[src/rtl/adcsel_pkg.sv]
package adcsel_pkg;
    localparam int DATA_W   = 8;
    localparam int CHAN_W   = 4;
    localparam int NUM_PINS = 8;
    localparam int REF_POS  = 4;

    typedef struct packed {
        logic [CHAN_W-1:0] chan;
        logic              vref;
    } sel_t;

    typedef struct packed {
        logic [NUM_PINS-1:0] pins;
        logic                temp;
        logic                bg;
        logic                gnd;
    } route_t;

    function automatic route_t route_of(sel_t s, int temp_code, int bg_code);
        route_t r;
        r      = '0;
        for (int i = 0; i < NUM_PINS; i++) begin
            r.pins[i] = (32'(s.chan) == i);
        end
        r.temp = (32'(s.chan) == temp_code);
        r.bg   = (32'(s.chan) == bg_code);
        r.gnd  = ~(|r.pins) & ~r.temp & ~r.bg;
        return r;
    endfunction
endpackage

[src/rtl/adcsel_hold.sv]
module adcsel_hold
    import adcsel_pkg::*;
(
    input  logic              clk,
    input  logic              rst_n,
    input  logic              wr_en,
    input  logic [DATA_W-1:0] wdata,
    output sel_t              hold_sel,
    output logic [DATA_W-1:0] rdata
);
    typedef struct packed {
        sel_t sel;
    } hold_st_t;

    hold_st_t st_d, st_q;

    always_comb begin
        st_d = st_q;
        if (wr_en) begin
            st_d.sel.chan = wdata[CHAN_W-1:0];
            st_d.sel.vref = wdata[REF_POS];
        end
    end

    always_ff @(posedge clk or negedge rst_n) begin
        if (!rst_n) st_q <= '0;
        else        st_q <= st_d;
    end

    assign hold_sel = st_q.sel;

    always_comb begin
        rdata               = '0;
        rdata[CHAN_W-1:0]   = st_q.sel.chan;
        rdata[REF_POS]      = st_q.sel.vref;
    end
endmodule

[src/rtl/adcsel_ctrl.sv]
module adcsel_ctrl (
    input  logic clk,
    input  logic rst_n,
    input  logic adc_en,
    input  logic auto_en,
    input  logic conv_start,
    input  logic conv_done,
    output logic load,
    output logic busy
);
    typedef struct packed {
        logic busy;
        logic en_prev;
    } ctrl_st_t;

    ctrl_st_t st_d, st_q;
    logic     start_ok;
    logic     idle_track;
    logic     en_rise;

    always_comb begin
        start_ok   = conv_start & adc_en;
        idle_track = adc_en & ~st_q.busy & ~auto_en;
        en_rise    = adc_en & ~st_q.en_prev;
        load       = start_ok | idle_track | en_rise;

        st_d         = st_q;
        st_d.en_prev = adc_en;
        if (!adc_en)        st_d.busy = 1'b0;
        else if (start_ok)  st_d.busy = 1'b1;
        else if (conv_done) st_d.busy = 1'b0;
    end

    always_ff @(posedge clk or negedge rst_n) begin
        if (!rst_n) st_q <= '0;
        else        st_q <= st_d;
    end

    assign busy = st_q.busy;
endmodule

[src/rtl/adcsel_active.sv]
module adcsel_active
    import adcsel_pkg::*;
#(
    parameter int TEMP_CODE = 8,
    parameter int BG_CODE   = 14
) (
    input  logic   clk,
    input  logic   rst_n,
    input  logic   load,
    input  sel_t   hold_sel,
    output sel_t   act_sel,
    output route_t route
);
    typedef struct packed {
        sel_t   sel;
        route_t rt;
    } act_st_t;

    localparam sel_t   RST_SEL = '0;
    localparam route_t RST_RT  = route_of(RST_SEL, TEMP_CODE, BG_CODE);

    act_st_t st_d, st_q;

    always_comb begin
        st_d = st_q;
        if (load) begin
            st_d.sel = hold_sel;
            st_d.rt  = route_of(hold_sel, TEMP_CODE, BG_CODE);
        end
    end

    always_ff @(posedge clk or negedge rst_n) begin
        if (!rst_n) begin
            st_q.sel <= RST_SEL;
            st_q.rt  <= RST_RT;
        end else begin
            st_q <= st_d;
        end
    end

    assign act_sel = st_q.sel;
    assign route   = st_q.rt;
endmodule

[src/rtl/adcsel_shadow.sv]
module adcsel_shadow
    import adcsel_pkg::*;
#(
    parameter int TEMP_CODE = 8,
    parameter int BG_CODE   = 14
) (
    input  logic                clk,
    input  logic                rst_n,
    input  logic                cpu_wr,
    input  logic [DATA_W-1:0]   cpu_wdata,
    output logic [DATA_W-1:0]   cpu_rdata,
    input  logic                adc_en,
    input  logic                auto_en,
    input  logic                conv_start,
    input  logic                conv_done,
    output logic [CHAN_W-1:0]   act_chan,
    output logic                act_vref,
    output logic [NUM_PINS-1:0] pin_sel,
    output logic                temp_sel,
    output logic                bandgap_sel,
    output logic                gnd_sel
);
    sel_t   hold_sel;
    sel_t   act_sel;
    route_t route;
    logic   load;
    logic   busy;

    adcsel_hold u_hold (
        .clk      (clk),
        .rst_n    (rst_n),
        .wr_en    (cpu_wr),
        .wdata    (cpu_wdata),
        .hold_sel (hold_sel),
        .rdata    (cpu_rdata)
    );

    adcsel_ctrl u_ctrl (
        .clk        (clk),
        .rst_n      (rst_n),
        .adc_en     (adc_en),
        .auto_en    (auto_en),
        .conv_start (conv_start),
        .conv_done  (conv_done),
        .load       (load),
        .busy       (busy)
    );

    adcsel_active #(
        .TEMP_CODE (TEMP_CODE),
        .BG_CODE   (BG_CODE)
    ) u_act (
        .clk      (clk),
        .rst_n    (rst_n),
        .load     (load),
        .hold_sel (hold_sel),
        .act_sel  (act_sel),
        .route    (route)
    );

    assign act_chan    = act_sel.chan;
    assign act_vref    = act_sel.vref;
    assign pin_sel     = route.pins;
    assign temp_sel    = route.temp;
    assign bandgap_sel = route.bg;
    assign gnd_sel     = route.gnd;
endmodule

[config.mk]
export PLATFORM = sky130hd
export DESIGN_NAME = adcsel_shadow
export DESIGN_NICKNAME = d
export VERILOG_FILES = /design/src/rtl/adcsel_pkg.sv /design/src/rtl/adcsel_hold.sv /design/src/rtl/adcsel_ctrl.sv /design/src/rtl/adcsel_active.sv /design/src/rtl/adcsel_shadow.sv
export SDC_FILE = /design/constraint.sdc
export NUM_CORES = 1
export LEC_CHECK = 0
export BUFFER_PORTS_ARGS = -buffer_cell sky130_fd_sc_hd__buf_2
export CAP_MARGIN = 20
export CORE_ASPECT_RATIO = 1.1
export CORE_MARGIN = 4
export CORE_UTILIZATION = 29
export DETAILED_ROUTE_END_ITERATION = 8
export GPL_TIMING_DRIVEN = 0
export PLACE_DENSITY = 0.58
export SLEW_MARGIN = 40
export SYNTH_ARGS = -nofsm -noshare
export SYNTH_HDL_FRONTEND = slang
export SYNTH_HIERARCHICAL = 1
export SYNTH_SLANG_ARGS = --single-unit
[constraint.sdc]
create_clock -name clk -period 1.6 [get_ports clk]
set_input_delay 0 -clock clk [delete_from_list [all_inputs] [get_ports clk]]
set_output_delay 0 -clock clk [all_outputs]
set_load 0.1 [all_outputs]
==> results.json <==
{
  "clockRootBuffer": "clkbuf_4",
  "slew_violations": 0,
  "worst_skew_pair.late_latency_ps": 300,
  "status": "finished clean",
  "path_cells": "nor2_1 -> o31a_1 -> buf_6 -> mux2_2",
  "cts_sinks": 23,
  "syn2layout_area_growth_pct": 33.6,
  "grt_pass1_wl_mm": 3.73,
  "power_density_mw_per_mm2": 1210,
  "use_met1_pct": 12.8,
  "die_w_um": 64.7,
  "clk_pin_slew_ps": 120,
  "crit_arrival_ps": 1640,
  "end_kind": "flop",
  "synth_top_cell_area_share_pct": 53.7,
  "antenna_found_initial": 0,
  "post_drt_wl_per_cell_um": 12.2,
  "num_io_pins": 39,
  "vias": 734,
  "r2r_start": "u_ctrl/busy",
  "drt-total-wl_mm": 2.12,
  "hold_viol_final": 0,
  "switching_share_pct": 46.2,
  "ys_seq_area_share_pct": 56.3,
  "io_buffers": 32,
  "cp_top_family": "flip-flops",
  "dieArea_sq_mm": 0.00455,
  "cp_data_required_time_ps": 1800,
  "rr_worst_depth": 4,
  "worst-path-buf-inv": 1,
  "cp_max_fo": 10,
  "core_region_area_sq_mm": 0.00336,
  "crit_slowest_cell": "dfrtp_1",
  "synth_cells": 79,
  "hold_class": "input port to flop",
  "crit_cells": 4,
  "dp_hpwl_mm": 1.52,
  "drt_iter0_drc": 4,
  "p_switching_uw": 767,
  "fmax_mhz": 697,
  "crit_path_end": "u_act/act_sel[0]",
  "power_frac_clock_pct": 15.8,
  "dieHeight_um": 70.3,
  "grt_busiest_layer": "met2",
  "tns_ps": 0,
  "grt_max_degree": 24,
  "use_met3_pct": 2.73,
  "cts_setup_buffers": 0,
  "grt_use_total_pct": 10.5,
  "start_kind": "flop",
  "num_rows": 22,
  "combPwrFrac_pct": 43.0,
  "finalSetupViolCount": 0,
  "drive_gt1_share_pct": 50.8,
  "power_leakage_nw": 0.725,
  "nNetsFinal": 142,
  "ant_nets": 0,
  "start_util_pct": 30.5,
  "min_period_ps": 1430,
  "tightest_slew_ps": 516,
  "drc": 0,
  "path_class": "flop to flop",
  "syn_avg_cell_area_sq_um": 13.0,
  "overflow": 0,
  "fin_hold_ws_ps": 34.9,
  "min_period_over_period_pct": 89.7,
  "ys_ff_latch": 23,
  "ir_drop_v": 0.000723,
  "reg2reg_to": "u_act/act_sel[0]",
  "crit_path_start": "u_ctrl/busy",
  "cts_htree_levels": 1,
  "cpPeakStageDelay_ps": 390,
  "clk_path_buf_depth": 2,
  "ys_warn_count": 6,
  "slew_headroom_pct": 65.6,
  "rsz0062_at_grt": "false",
  "grt_pass1_vias": 810,
  "syn-cell-area_sq_mm": 0.00102,
  "ys_top_cells_by_area": "dfrtp_1 54%, mux2_2 12%, buf_4 5.9%, a31o_2 5.1%, nor2b_1 4.9%",
  "tritoncts": "built",
  "num_antenna_cells": 0,
  "p_seq_share_pct": 41.2,
  "drt_first_pass_iters": 4,
  "max-cap-violations": 0,
  "met2_usage_pct": 17.3,
  "intPower_uw": 893,
  "numCtsBuffers": 3,
  "rrSetupSlack_ps": 170,
  "yosysTopAreaCell": "dfrtp_1",
  "synthDistinctLibCells": 19,
  "gp_congestion": 0.723,
  "routed_via_density": 4.22,
  "clock_skew_ps": 4.61
}
[sequential cells by signal, summed over array words and instances, names as in the netlist]
name and count:
u_ctrl/st_q 1, u_act/act_sel 5, u_ctrl/busy 1, u_act/route 11
u_hold/hold_sel 5
[power groups by stage]
| stage | clock (mW) | combinational, mW | sequential [mW] |
|---|---|---|---|
| CTS | 0.273 | 0.719 | 0.686 |
| floorplan | 0 | 0.261 | 1.02 |
| finish | 0.262 | 0.713 | 0.684 |
| global placement | 0 | 0.695 | 0.696 |
| global route | 0.307 | 0.745 | 0.695 |
| detailed placement | 0 | 0.701 | 0.697 |
[metrics by stage]
step | cells | instance area (sq um) | power, mW | util [%] | worst slack [ps]
6_report | 174 | 1370 | 1.66 | 40.8 | 166
5_1_grt | 174 | 1370 | 1.75 | 40.8 | 66.7
4_1_cts | 174 | 1370 | 1.68 | 40.8 | 137
3_5_place_dp | 161 | 1250 | 1.40 | 37.3 | 152
3_3_place_gp | 161 | 1250 | 1.39 | 37.3 | 204
2_1_floorplan | 81 | 1030 | 1.28 | - | 245
[cells in the mapped netlist]
cell     count
mux2_2      11
conb_1       1
nor2_1       3
a31o_2       6
o21a_1       1
dfstp_2      1
dfrtp_1     22
inv_1        2
a31oi_1      1
a41o_1       3
xnor2_1      1
mux2i_1      1
buf_4        8
o31a_1       1
buf_2        2
nor4b_1      1
and2b_1      5
nor2b_1      8
buf_6        1
[layout by cell type (no fill, tap or decap)]
cell / netlist / routed
o31a_1: 1 / 1
and2b_1: 5 / 5
buf_6: 1 / 1
dfrtp_1: 22 / 22
o21a_1: 1 / 1
clkbuf_4: 0 / 3
dfstp_2: 1 / 1
nor2_1: 3 / 3
nor4b_1: 1 / 1
conb_1: 1 / 3
mux2i_1: 1 / 1
a41o_1: 3 / 3
buf_2: 2 / 34
clkbuf_1: 0 / 1
buf_4: 8 / 8
a31oi_1: 1 / 1
nor2b_1: 8 / 8
inv_1: 2 / 2
xnor2_1: 1 / 1
dlygate4sd3_1: 0 / 9
mux2_2: 11 / 11
a31o_2: 6 / 6
[logic make-up (layout without fill, tap and decap cells)]
logic type / Yosys count / after routing / share of synthesized area (%)
and+or+nand+nor: 17 / 17 / 10.5
muxes: 12 / 12 / 13.1
DFF: 23 / 23 / 56.3
buffers and inverters: 13 / 58 / 8.67
other: 1 / 3 / 0.366
xor gates and xnor gates: 1 / 1 / 0.855
AOI/OAI and AO/OA: 12 / 12 / 10.3
[worst min-delay path by stage]
stage / to / cells past startpoint / startpoint
after CTS: u_hold/hold_sel[3] / 2 / cpu_wr
after detailed placement: u_act/act_sel[3] / 1 / rst_n
final: u_hold/hold_sel[3] / 2 / cpu_wr
after floorplan: u_act/act_sel[0] / 0 / rst_n
after global routing: u_hold/hold_sel[3] / 2 / cpu_wr
after global placement: u_act/act_sel[4] / 1 / rst_n
[routing by layer]
metal,routed length (um),share of wire [%],up-vias
li1,-,-,358
met1,944,45,351
met2,1010,48,23
met3,144,6.8,2
met4,19,0.90,0
met5,0,0,-
[cell type report]
cell class / count / area (sq um)
timing repair buffer: 41 / 250
multi-input combinational: 45 / 367
buffer: 11 / 81.3
inverter: 2 / 7.51
tap: 48 / 60.1
fill: 352 / 1990
clock buffer: 4 / 26.3
sequential: 23 / 577
[timing repair]
item / in CTS / in global routing
hold buffers: 9 / 0
endpoints found under the hold margin: 29 / 0
gates resized for setup: 0 / 0
No activity file was read; power rests on OpenSTA's default activity.
